## config.mk

```make
export PLATFORM = sky130hd
export DESIGN_NAME = svsync_ctrl
export DESIGN_NICKNAME = d
export VERILOG_FILES = /design/src/rtl/svsync_pkg.sv /design/src/rtl/svsync_kind_dec.sv /design/src/rtl/svsync_fault_pri.sv /design/src/rtl/svsync_quiet.sv /design/src/rtl/svsync_ctrl.sv
export SDC_FILE = /design/constraint.sdc
export NUM_CORES = 1
export LEC_CHECK = 0
export BUFFER_PORTS_ARGS = -buffer_cell sky130_fd_sc_hd__buf_2
export CAP_MARGIN = 20
export CORE_MARGIN = 2
export CORE_UTILIZATION = 43
export CTS_CLUSTER_SIZE = 10
export DETAILED_ROUTE_END_ITERATION = 8
export PLACE_DENSITY = 0.9
export SYNTH_ARGS = -nofsm -noshare
export SYNTH_HDL_FRONTEND = slang
export SYNTH_SLANG_ARGS = --single-unit
```

## constraint.sdc

```tcl
create_clock -name clk -period 2.8 [get_ports clk]
set_input_delay 0.7 -clock clk [delete_from_list [all_inputs] [get_ports clk]]
set_output_delay 0.7 -clock clk [all_outputs]
set_load 0.02 [all_outputs]
```

## src/rtl/svsync_pkg.sv

```systemverilog
package svsync_pkg;

   typedef enum logic [1:0] {
      KIND_ISYNC = 2'b00,
      KIND_MSYNC = 2'b01,
      KIND_ACT   = 2'b10,
      KIND_RSVD  = 2'b11
   } sync_kind_e;

   typedef enum logic [1:0] {
      FC_NONE = 2'b00,
      FC_DIS  = 2'b01,
      FC_MM   = 2'b10,
      FC_ILL  = 2'b11
   } fault_code_e;

   typedef enum logic [2:0] {
      ST_IDLE  = 3'd0,
      ST_CHECK = 3'd1,
      ST_WAIT  = 3'd2,
      ST_DONE  = 3'd3,
      ST_FAULT = 3'd4
   } sync_state_e;

   typedef struct packed {
      logic needs_check;
      logic needs_quiet;
      logic illegal;
   } kind_attr_t;

endpackage

```

## src/rtl/svsync_kind_dec.sv

```systemverilog
module svsync_kind_dec
   import svsync_pkg::*;
(
   input  sync_kind_e kind,
   output kind_attr_t attr
);
   always_comb begin
      attr = '0;
      unique case (kind)
         KIND_ISYNC: attr.needs_check = 1'b1;
         KIND_MSYNC: begin
            attr.needs_check = 1'b1;
            attr.needs_quiet = 1'b1;
         end
         KIND_ACT:   attr.needs_quiet = 1'b1;
         default:    attr.illegal     = 1'b1;
      endcase
   end
endmodule

```

## src/rtl/svsync_fault_pri.sv

```systemverilog
module svsync_fault_pri
   import svsync_pkg::*;
(
   input  logic        illegal,
   input  logic        arith,
   input  logic        mm,
   output logic        any,
   output fault_code_e code
);
   always_comb begin
      if (illegal)    code = FC_ILL;
      else if (arith) code = FC_DIS;
      else if (mm)    code = FC_MM;
      else            code = FC_NONE;
      any = (code != FC_NONE);
   end


   dis_over_mm_chk: assert final (!(arith && !illegal) || code == FC_DIS);
endmodule

```

## src/rtl/svsync_quiet.sv

```systemverilog
module svsync_quiet #(
   parameter int NUM_VPATHS = 2
) (
   input  logic [NUM_VPATHS-1:0] vbusy,
   input  logic                  sbusy,
   output logic                  quiet
);
   logic [NUM_VPATHS:0] chain;

   assign chain[0] = sbusy;
   for (genvar p = 0; p < NUM_VPATHS; p++) begin : g_path
      assign chain[p+1] = chain[p] | vbusy[p];
   end
   assign quiet = ~chain[NUM_VPATHS];

   initial begin
      cfg_paths_chk: assert (NUM_VPATHS >= 1 && NUM_VPATHS <= 64)
         else $error("svsync_quiet: NUM_VPATHS out of range");
   end
endmodule

```

## src/rtl/svsync_ctrl.sv

```systemverilog
module svsync_ctrl
   import svsync_pkg::*;
#(
   parameter int NUM_VPATHS = 2,
   parameter int RET_W      = 32
) (
   input  logic                  clk,
   input  logic                  rst_n,
   input  logic                  req_valid,
   input  logic [1:0]            req_kind,
   input  logic                  exc_arith,
   input  logic                  exc_mm,
   input  logic [NUM_VPATHS-1:0] vmem_busy,
   input  logic                  smem_busy,
   output logic                  stall,
   output logic                  done,
   output logic [RET_W-1:0]      ret_word,
   output logic                  fault,
   output logic [1:0]            fault_code
);
   sync_state_e st_q, st_d;
   sync_kind_e  kind_q;
   fault_code_e code_q;
   kind_attr_t  attr;
   logic        flt_any;
   fault_code_e flt_code;
   logic        quiet;

   initial begin
      cfg_ret_chk: assert (RET_W >= 1)
         else $error("svsync_ctrl: RET_W must be positive");
   end

   svsync_kind_dec u_dec (
      .kind (kind_q),
      .attr (attr)
   );

   svsync_fault_pri u_pri (
      .illegal (attr.illegal),
      .arith   (exc_arith & attr.needs_check),
      .mm      (exc_mm & attr.needs_check),
      .any     (flt_any),
      .code    (flt_code)
   );

   svsync_quiet #(.NUM_VPATHS(NUM_VPATHS)) u_quiet (
      .vbusy (vmem_busy),
      .sbusy (smem_busy),
      .quiet (quiet)
   );

   always_comb begin
      st_d = st_q;
      unique case (st_q)
         ST_IDLE:  if (req_valid) st_d = ST_CHECK;
         ST_CHECK: begin
            if (flt_any)               st_d = ST_FAULT;
            else if (attr.needs_quiet) st_d = ST_WAIT;
            else                       st_d = ST_DONE;
         end
         ST_WAIT:  if (quiet) st_d = ST_DONE;
         default:  st_d = ST_IDLE;
      endcase
   end

   always_ff @(posedge clk) begin
      if (!rst_n) begin
         st_q   <= ST_IDLE;
         kind_q <= KIND_ISYNC;
         code_q <= FC_NONE;
      end else begin
         st_q <= st_d;
         if (st_q == ST_IDLE && req_valid) kind_q <= sync_kind_e'(req_kind);
         if (st_q == ST_CHECK)             code_q <= flt_code;
      end
   end

   assign stall      = (st_q == ST_CHECK) || (st_q == ST_WAIT);
   assign done       = (st_q == ST_DONE);
   assign fault      = (st_q == ST_FAULT);
   assign fault_code = fault ? code_q : FC_NONE;
   assign ret_word   = '0;


   stall_hold_chk: assert property (@(posedge clk) disable iff (!rst_n)
      stall |=> (stall || done || fault));


   done_pulse_chk: assert property (@(posedge clk) disable iff (!rst_n)
      done |=> !done);


   fault_pulse_chk: assert property (@(posedge clk) disable iff (!rst_n)
      fault |=> !fault);


   strobe_excl_chk: assert property (@(posedge clk) disable iff (!rst_n)
      !(done && fault));


   act_nofault_chk: assert property (@(posedge clk) disable iff (!rst_n)
      (st_q == ST_CHECK && kind_q == KIND_ACT) |=> !fault);


   quiet_done_chk: assert property (@(posedge clk) disable iff (!rst_n)
      (st_q == ST_WAIT && !quiet) |=> !done);


   code_idle_chk: assert property (@(posedge clk) disable iff (!rst_n)
      !fault |-> fault_code == 2'b00);
endmodule

```

======== Word-level counts from Yosys, hierarchy flattened ========
Index checks and enable logic that the tools add are counted.
word-level totals
  bits of input ports ..................... 10
  bits in registers ....................... 7
  output and inout bits ................... 37
cells by class
  bitwise logic cells ..................... 4
  equal/unequal tests ..................... 8
  muxes and demuxes ....................... 11
  reduce and logical (&&, ||, !) cells .... 9
operators with widths
  kind                                                  count
  two-way mux 3 bit                                     3
  one-hot mux 3 bit (3 select lines)                    1
  two-way mux 2 bit                                     4
  equality test 3 x 2 -> 1 bit (second input constant)  2
  inequality test 2 bit (second input constant)         2
  OR reduction 2 bit                                    2
  equality test 3 x 1 -> 1 bit (second input constant)  1
  equality test 3 bit (second input constant)           1
  zero test 3 bit                                       1
  two-way mux 1 bit                                     3
  OR reduction 3 bit                                    1
  bitwise AND 1 bit                                     2
  equality test 2 x 1 -> 1 bit (second input constant)  1
  equality test 2 bit (second input constant)           1
  zero test 2 bit                                       1
  OR 1 bit                                              2
  AND reduction 2 bit                                   1
  nonzero test 2 bit                                    1
  logical AND 1 bit                                     1
  logical OR 1 bit                                      1

======== Longest topological paths before layout ========
Gate-level depths: netlist of the first run.
  word-level depth ........................ 10
  depth in mapped cells ................... 5
  gate-level depth less buffers ........... 5

======== Cells and area by module ========
A second synthesis of the first run with hierarchy kept.
unflattened totals
  cell total of the unflattened synthesis .. 87
  area, all modules ....................... 706.9 µm²
by module, submodules not included
  module            area an instance (µm²)  seq. area each (µm²)  instances  cells each
  svsync_ctrl       620.6                   140.1                 1          76
  svsync_kind_dec   51.3                    0.0                   1          6
  svsync_fault_pri  25.0                    0.0                   1          4
  svsync_quiet      10.0                    0.0                   1          1

======== Worst setup path before layout of the first run ========
No wires, ideal clock.
  path kind ............................... register -> output
  from .................................... register st_q[1]
  to ...................................... output stall
  slack ................................... 1.137 ns
  data arrival time ....................... 0.963 ns
  path buffers ............................ 1
  cell stages (with the launch flop) ...... 4
  cell sequence ........................... dfxtp_1 buf_2 nand2b_1 a21oi_1
on the way
  word-level cells in the longest chain between the ends .. 2
  elaborated cells between the ends (all ways) .. 3
  classes of those cells .................. eq/ne: 2; reduce/logical: 1
RTL lines
  item                                                                          line               RTL
  start, declared                                                               svsync_ctrl.sv:21  sync_state_e st_q, st_d;
  start signal, assigned                                                        svsync_ctrl.sv:73  st_q <= st_d;
  equality test 3 x 1 -> 1 bit or equality test 3 x 2 -> 1 bit (tied branches)  svsync_ctrl.sv:79  assign stall = (st_q == ST_CHECK) || (st_q == ST_WAIT);
  logical OR 1 bit *                                                            svsync_ctrl.sv:79
  end, declared                                                                 svsync_ctrl.sv:15  output logic stall,
Mark *: on every way between the ends. The rest lies on a longest branch, timed or not.

======== Worst setup path in the final report of the first run ========
  from .................................... register st_q[0]
  to ...................................... output fault_code[0]
on the way
  word-level cells in the longest chain between the ends .. 2
RTL lines
  item                 line               RTL
  equality test 3 bit  svsync_ctrl.sv:81  assign fault = (st_q == ST_FAULT);
  two-way mux 2 bit    svsync_ctrl.sv:82  assign fault_code = fault ? code_q : FC_NONE;
  end, declared        svsync_ctrl.sv:19  output logic [1:0] fault_code
No other way between the ends.

==> flow_summary.ini, run 1 <==
[final_layout]
regArea_um2 = 140
syn_to_final_growth_pct = -3.45
fill_cells = 156
multi_input_area_um2 = 393
layout.nets = 109
final_layout_size_suffix_gt1_share_pct = 22.1
fin_cells = 111
diodes = 0

[logic_synthesis]
ys_top_cells_by_area = buf_4 35%, dfxtp_1 20%, ha_1 5.5%, mux2i_1 4.4%, nand2b_1 3.6%
yosys_warnings = 0
syn_avg_cell_area_um2 = 8.60
syn_area_um2 = 688
yosysSeqAreaShare_pct = 20.4
netlist-cell-type-count = 26
synthArstFlopShare_pct = 0
synth_ff_type = dfxtp_1
synth_top_area_share_pct = 34.9
synth_edf_count = 0
synth_cells = 80
synth_seq_cells = 7
yosysTopAreaCell = buf_4

[cts]
h-tree-depth = 1
cts_root_buffer = clkbuf_4
clk_latency_ps = 260
cts.clk_slew.worst_paths_ps = 60
clock-sinks = 7
clockBufferDepth = 2
cts_tree = done
cts-buffers-inserted = 3
cts_hold_buf = 0
cts.repair.resized = 0
post_cts_buffers = 0

[critical_path]
worstRegToRegCells = 3
slowest_delay_ps = 550
crit_family = flip-flops
cp.required_ps = 2100
worstPathCellList = nor2_1, and3_1, buf_2
critical_path_class = reg -> out
crit_fanout = 10
cp_num_buf_inv = 1
setup.worst_path.end_class = output pin
r2r_setup_slack_ps = 1480
critical_path_arrival_ps = 1290
cp.depth = 3
startpoint_type = register
cp_slowest_cell = dfxtp_1

[power]
p_per_area_nw_per_um2 = 544
vdd_drop_max_v = 0.000269
cellLeakagePower_nw = 0.365

[place]
hpwlAfterDp_um = 923
io_buffers = 14
dp.cells = 107
globalplace.congestion = 0.781

[sta]
rsz0062_at_grt = false
max_freq_mhz = 504
hold_viol = 0
finalSetupViolCount = 0
period_minus_slack_ps = 1990
fin_tns_setup_ps = 0
drv_slew = 0
finalCritPeriodShare_pct = 70.9
skew_ps = 4.87

[grt]
grt_pass1_wl_mm = 1.68
antenna_found_initial = 0
grt_max_degree = 11
grt_pass1_vias = 393
track_usage_pct = 12.4
grt_overflow_total = 0

[floorplan]
die_width_um = 44.0
coreArea_um2 = 1510
initial_core_util_pct = 45.7
die-area_um2 = 1940
placementRows = 14
dieHeight_um = 44.0
io_pins = 47

[drt]
ant_nets = 0
detail_route.iter0.violations = 10
drt-total-wl_mm = 1.11
avgViaCountPerCell = 4.32
drc_errors = 0
num_vias = 479
wl_per_cell_um = 10.0
dr.pass1.iters = 4

[run_status]
status = finished clean

[hold_path]
holdCritPathClass = reg -> reg
hold_path_depth = 1

[flow_run]
maxCapViolCount = 0
-- state kept, by name (all words and copies together) (netlist names) --
register,cells
st_q,3
code_q,2
kind_q,2
-- per-layer routing --
layer	track usage, %	up-vias	routed length, µm
met5	0	-	0
li1	-	231	-
met2	20.9	30	558
met1	12.2	214	404
met4	9.09	0	33
met3	5.00	4	114
-- layout by cell type, fill, tap and decap left out --
master and count:
o21ai_0 1, o41ai_2 1, nor2_1 6, nor4b_4 1
buf_2 14, dfxtp_1 7, nand2_1 1, and3_1 2
nand2b_1 4, nor2b_1 1, clkbuf_4 3, inv_1 4
a21oi_1 1, nor3b_2 1, o22ai_1 1, or2_1 1
conb_1 32, o311ai_1 1, a211oi_2 1, o211a_1 1
o211ai_1 2, clkbuf_1 1, a211oi_1 1, ha_1 3
and2_1 1, mux2i_1 3
-- metrics by stage --
| step | power [mW] | setup slack (ps) | instance area (µm²) | hold slack [ps] | utilization, % |
|---|---|---|---|---|---|
| 2_1_floorplan | 0.279 | 1140 | 805 | 464 | - |
| 3_5_place_dp | 0.267 | 1100 | 638 | 481 | 42.4 |
| 4_1_cts | 0.365 | 811 | 664 | 495 | 44.1 |
| 6_report | 0.362 | 814 | 664 | 493 | 44.1 |
| 5_1_grt | 0.389 | 732 | 664 | 532 | 44.1 |
| 3_3_place_gp | 0.260 | 1140 | 638 | 479 | 42.4 |
-- kinds of logic after synthesis --
kind of cell	count (synthesis)	share of synthesized area (%)
buffers and inverters	38	39.5
and+or+nand+nor	18	17.3
AOI/OAI and AO/OA	10	12.5
DFF	7	20.4
muxes	3	4.36
adders and majority gates	3	5.46
other	1	0.545
-- worst paths after layout --
check	start	endpoint
hold / removal	code_q[1]$_SDFFE_PN0P_	code_q[1]$_SDFFE_PN0P_
setup reg to reg	st_q[0]$_SDFFE_PN0P_	code_q[1]$_SDFFE_PN0P_
hold reg to reg	code_q[1]$_SDFFE_PN0P_	code_q[1]$_SDFFE_PN0P_
setup / recovery	st_q[0]$_SDFFE_PN0P_	fault_code[0]
-- synth_stat cells (all sizes together), types with 2 or more instances --
| master | n |
|---|---|
| buf | 34 |
| dfxtp | 7 |
| nor2 | 6 |
| inv | 4 |
| nand2b | 4 |
| ha | 3 |
| mux2i | 3 |
| a211oi | 2 |
| and3 | 2 |
| o211ai | 2 |
-- layout make-up --
cell class              instances  area share, %
multi-input cells              66           59.1
flip-flops and latches          7           21.1
inverters                       4           2.26
repair buffers                 14           10.5
well taps                      16           3.01
clock buffers                   4           3.95
-- report_power, final --
part | leakage, nW | total (mW) | switching, mW | internal [mW]
logic | 0.292 | 0.127 | 0.0825 | 0.0446
registers | 0.0575 | 0.138 | 0.0236 | 0.114
clock network | 0.0150 | 0.0968 | 0.0421 | 0.0547
total | 0.365 | 0.362 | 0.148 | 0.213
Note: power is estimated with default switching activity, not from simulation.
==> run 2: changes to the inputs <==
Settings changed: CORE_UTILIZATION 43 to 40, PLACE_DENSITY 0.9 to 0.85.
Clock period 2.8 ns to 2 ns, I/O delays scaled along.
==> flow_summary.ini, run 2 (synthesis gave the netlist of run 1 again) <==
[final_layout]
final_area_um2 = 664
fin_cells = 111
largest_register_ffs = 3
final_layout_size_suffix_gt1_share_pct = 22.1
fin_util_pct = 42.6
reg_top3 = st_q: 3 flops, code_q: 2 flops, kind_q: 2 flops
mostFrequentLayoutCells = 32 x conb_1, 14 x buf_2, 7 x dfxtp_1
top_register = st_q
final_common_cell = conb_1
layout.nets = 109
syn_to_final_growth_pct = -3.45
diodes = 0

[hold_path]
hold_path_depth = 2
holdCritPathClass = in -> reg

[floorplan]
io_pins = 47
initial_core_util_pct = 44.1
coreArea_um2 = 1560
dieHeight_um = 45.5
die-area_um2 = 2070
die_width_um = 45.5
placementRows = 14

[grt]
antenna_found_initial = 0
grt_overflow_total = 0
grt_max_degree = 11
grt_pass1_vias = 403
grt_pass1_wl_mm = 1.55
track_usage_pct = 10.3

[drt]
drt-total-wl_mm = 1.05
num_vias = 466
drc_errors = 0
wl_per_cell_um = 9.43
dr.pass1.iters = 4
detail_route.iter0.violations = 7
ant_nets = 0
avgViaCountPerCell = 4.20

[critical_path]
critical_path_class = reg -> out
cp_slowest_cell = dfxtp_1
worstPathCellList = nor2_1, and3_1, buf_2
startpoint_type = register
crit_fanout = 10
cp.required_ps = 1500
slowest_delay_ps = 550
worstRegToRegCells = 5
critical_path_arrival_ps = 1270
setup.worst_path.end_class = output pin

[sta]
hold_viol = 0
finalSetupViolCount = 0
max_freq_mhz = 566
rsz0062_at_grt = false
drv_slew = 0
skew_ps = 0.516
period_minus_slack_ps = 1770
finalCritPeriodShare_pct = 88.4
fin_tns_setup_ps = 0

[cts]
clockBufferDepth = 2
cts-buffers-inserted = 3
clock-sinks = 7
cts_hold_buf = 0
cts_tree = done
cts.clk_slew.worst_paths_ps = 60
cts_root_buffer = clkbuf_4
clk_latency_ps = 260
cts.repair.resized = 0
post_cts_buffers = 0
h-tree-depth = 1

[place]
placed_cell_area_um2 = 638
hpwlAfterDp_um = 872
io_buffers = 14
dp.cells = 107
globalplace.congestion = 0.786

[power]
p_int_mw = 0.298
power_frac_seq_pct = 38.2
p_per_area_nw_per_um2 = 756
p_clk_share_pct = 27.1
power_mw = 0.502
comb_power_share_pct = 34.7
switching_power_mw = 0.204
vdd_drop_max_v = 0.000310
cellLeakagePower_nw = 0.365
swShare_pct = 40.6

[flow_run]
maxCapViolCount = 0

[run_status]
status = finished clean
-- run 2: cell counts in the layout (fill, tap and decap cells not counted) --
No cell type changed its count.
-- run 2: critical path, delay by kind of cell, from the launching register on --
| kind | cells | cell delay [ps] |
|---|---|---|
| and+or+nand+nor | 2 | 310 |
| DFF | 1 | 550 |
| buffers and inverters | 1 | 150 |
-- run 2: per-stage QoR --
stage               worst slack [ps]  hold slack (ps)
floorplan                        537              464
global placement                 538              480
detailed placement               490              485
CTS                              204              489
global route                     130              495
finish                           233              496
-- run 2: power by group through the flow --
stage	clock, mW	sequential (mW)	combinational (mW)
6_report	0.136	0.192	0.174
5_1_grt	0.146	0.196	0.196
4_1_cts	0.139	0.193	0.175
3_5_place_dp	0	0.196	0.174
3_3_place_gp	0	0.192	0.171
2_1_floorplan	0	0.174	0.218
-- run 2: layer usage --
| layer | wire length (µm) | up-vias | track usage, % |
|---|---|---|---|
| li1 | - | 229 | - |
| met1 | 399 | 206 | 11.3 |
| met2 | 525 | 31 | 18.3 |
| met3 | 121 | 0 | 2.38 |
| met4 | 0 | 0 | 5.29 |
| met5 | 0 | - | 0 |
-- run 2: cell type report --
class,count,area [µm²]
fill,165,895
multi-input combinational,66,393
sequential,7,140
timing repair buffer,14,70.1
clock buffer,4,26.3
tap,16,20.0
inverter,4,15.0
-- run 2: path summary, 6_finish.rpt --
kind                          start  slack, ps                      to
max            st_q[0]$_SDFFE_PN0P_        230           fault_code[0]
min                           rst_n        500  code_q[1]$_SDFFE_PN0P_
max reg2reg  kind_q[0]$_SDFFE_PN0P_        730    st_q[0]$_SDFFE_PN0P_
min reg2reg  code_q[1]$_SDFFE_PN0P_        500  code_q[1]$_SDFFE_PN0P_
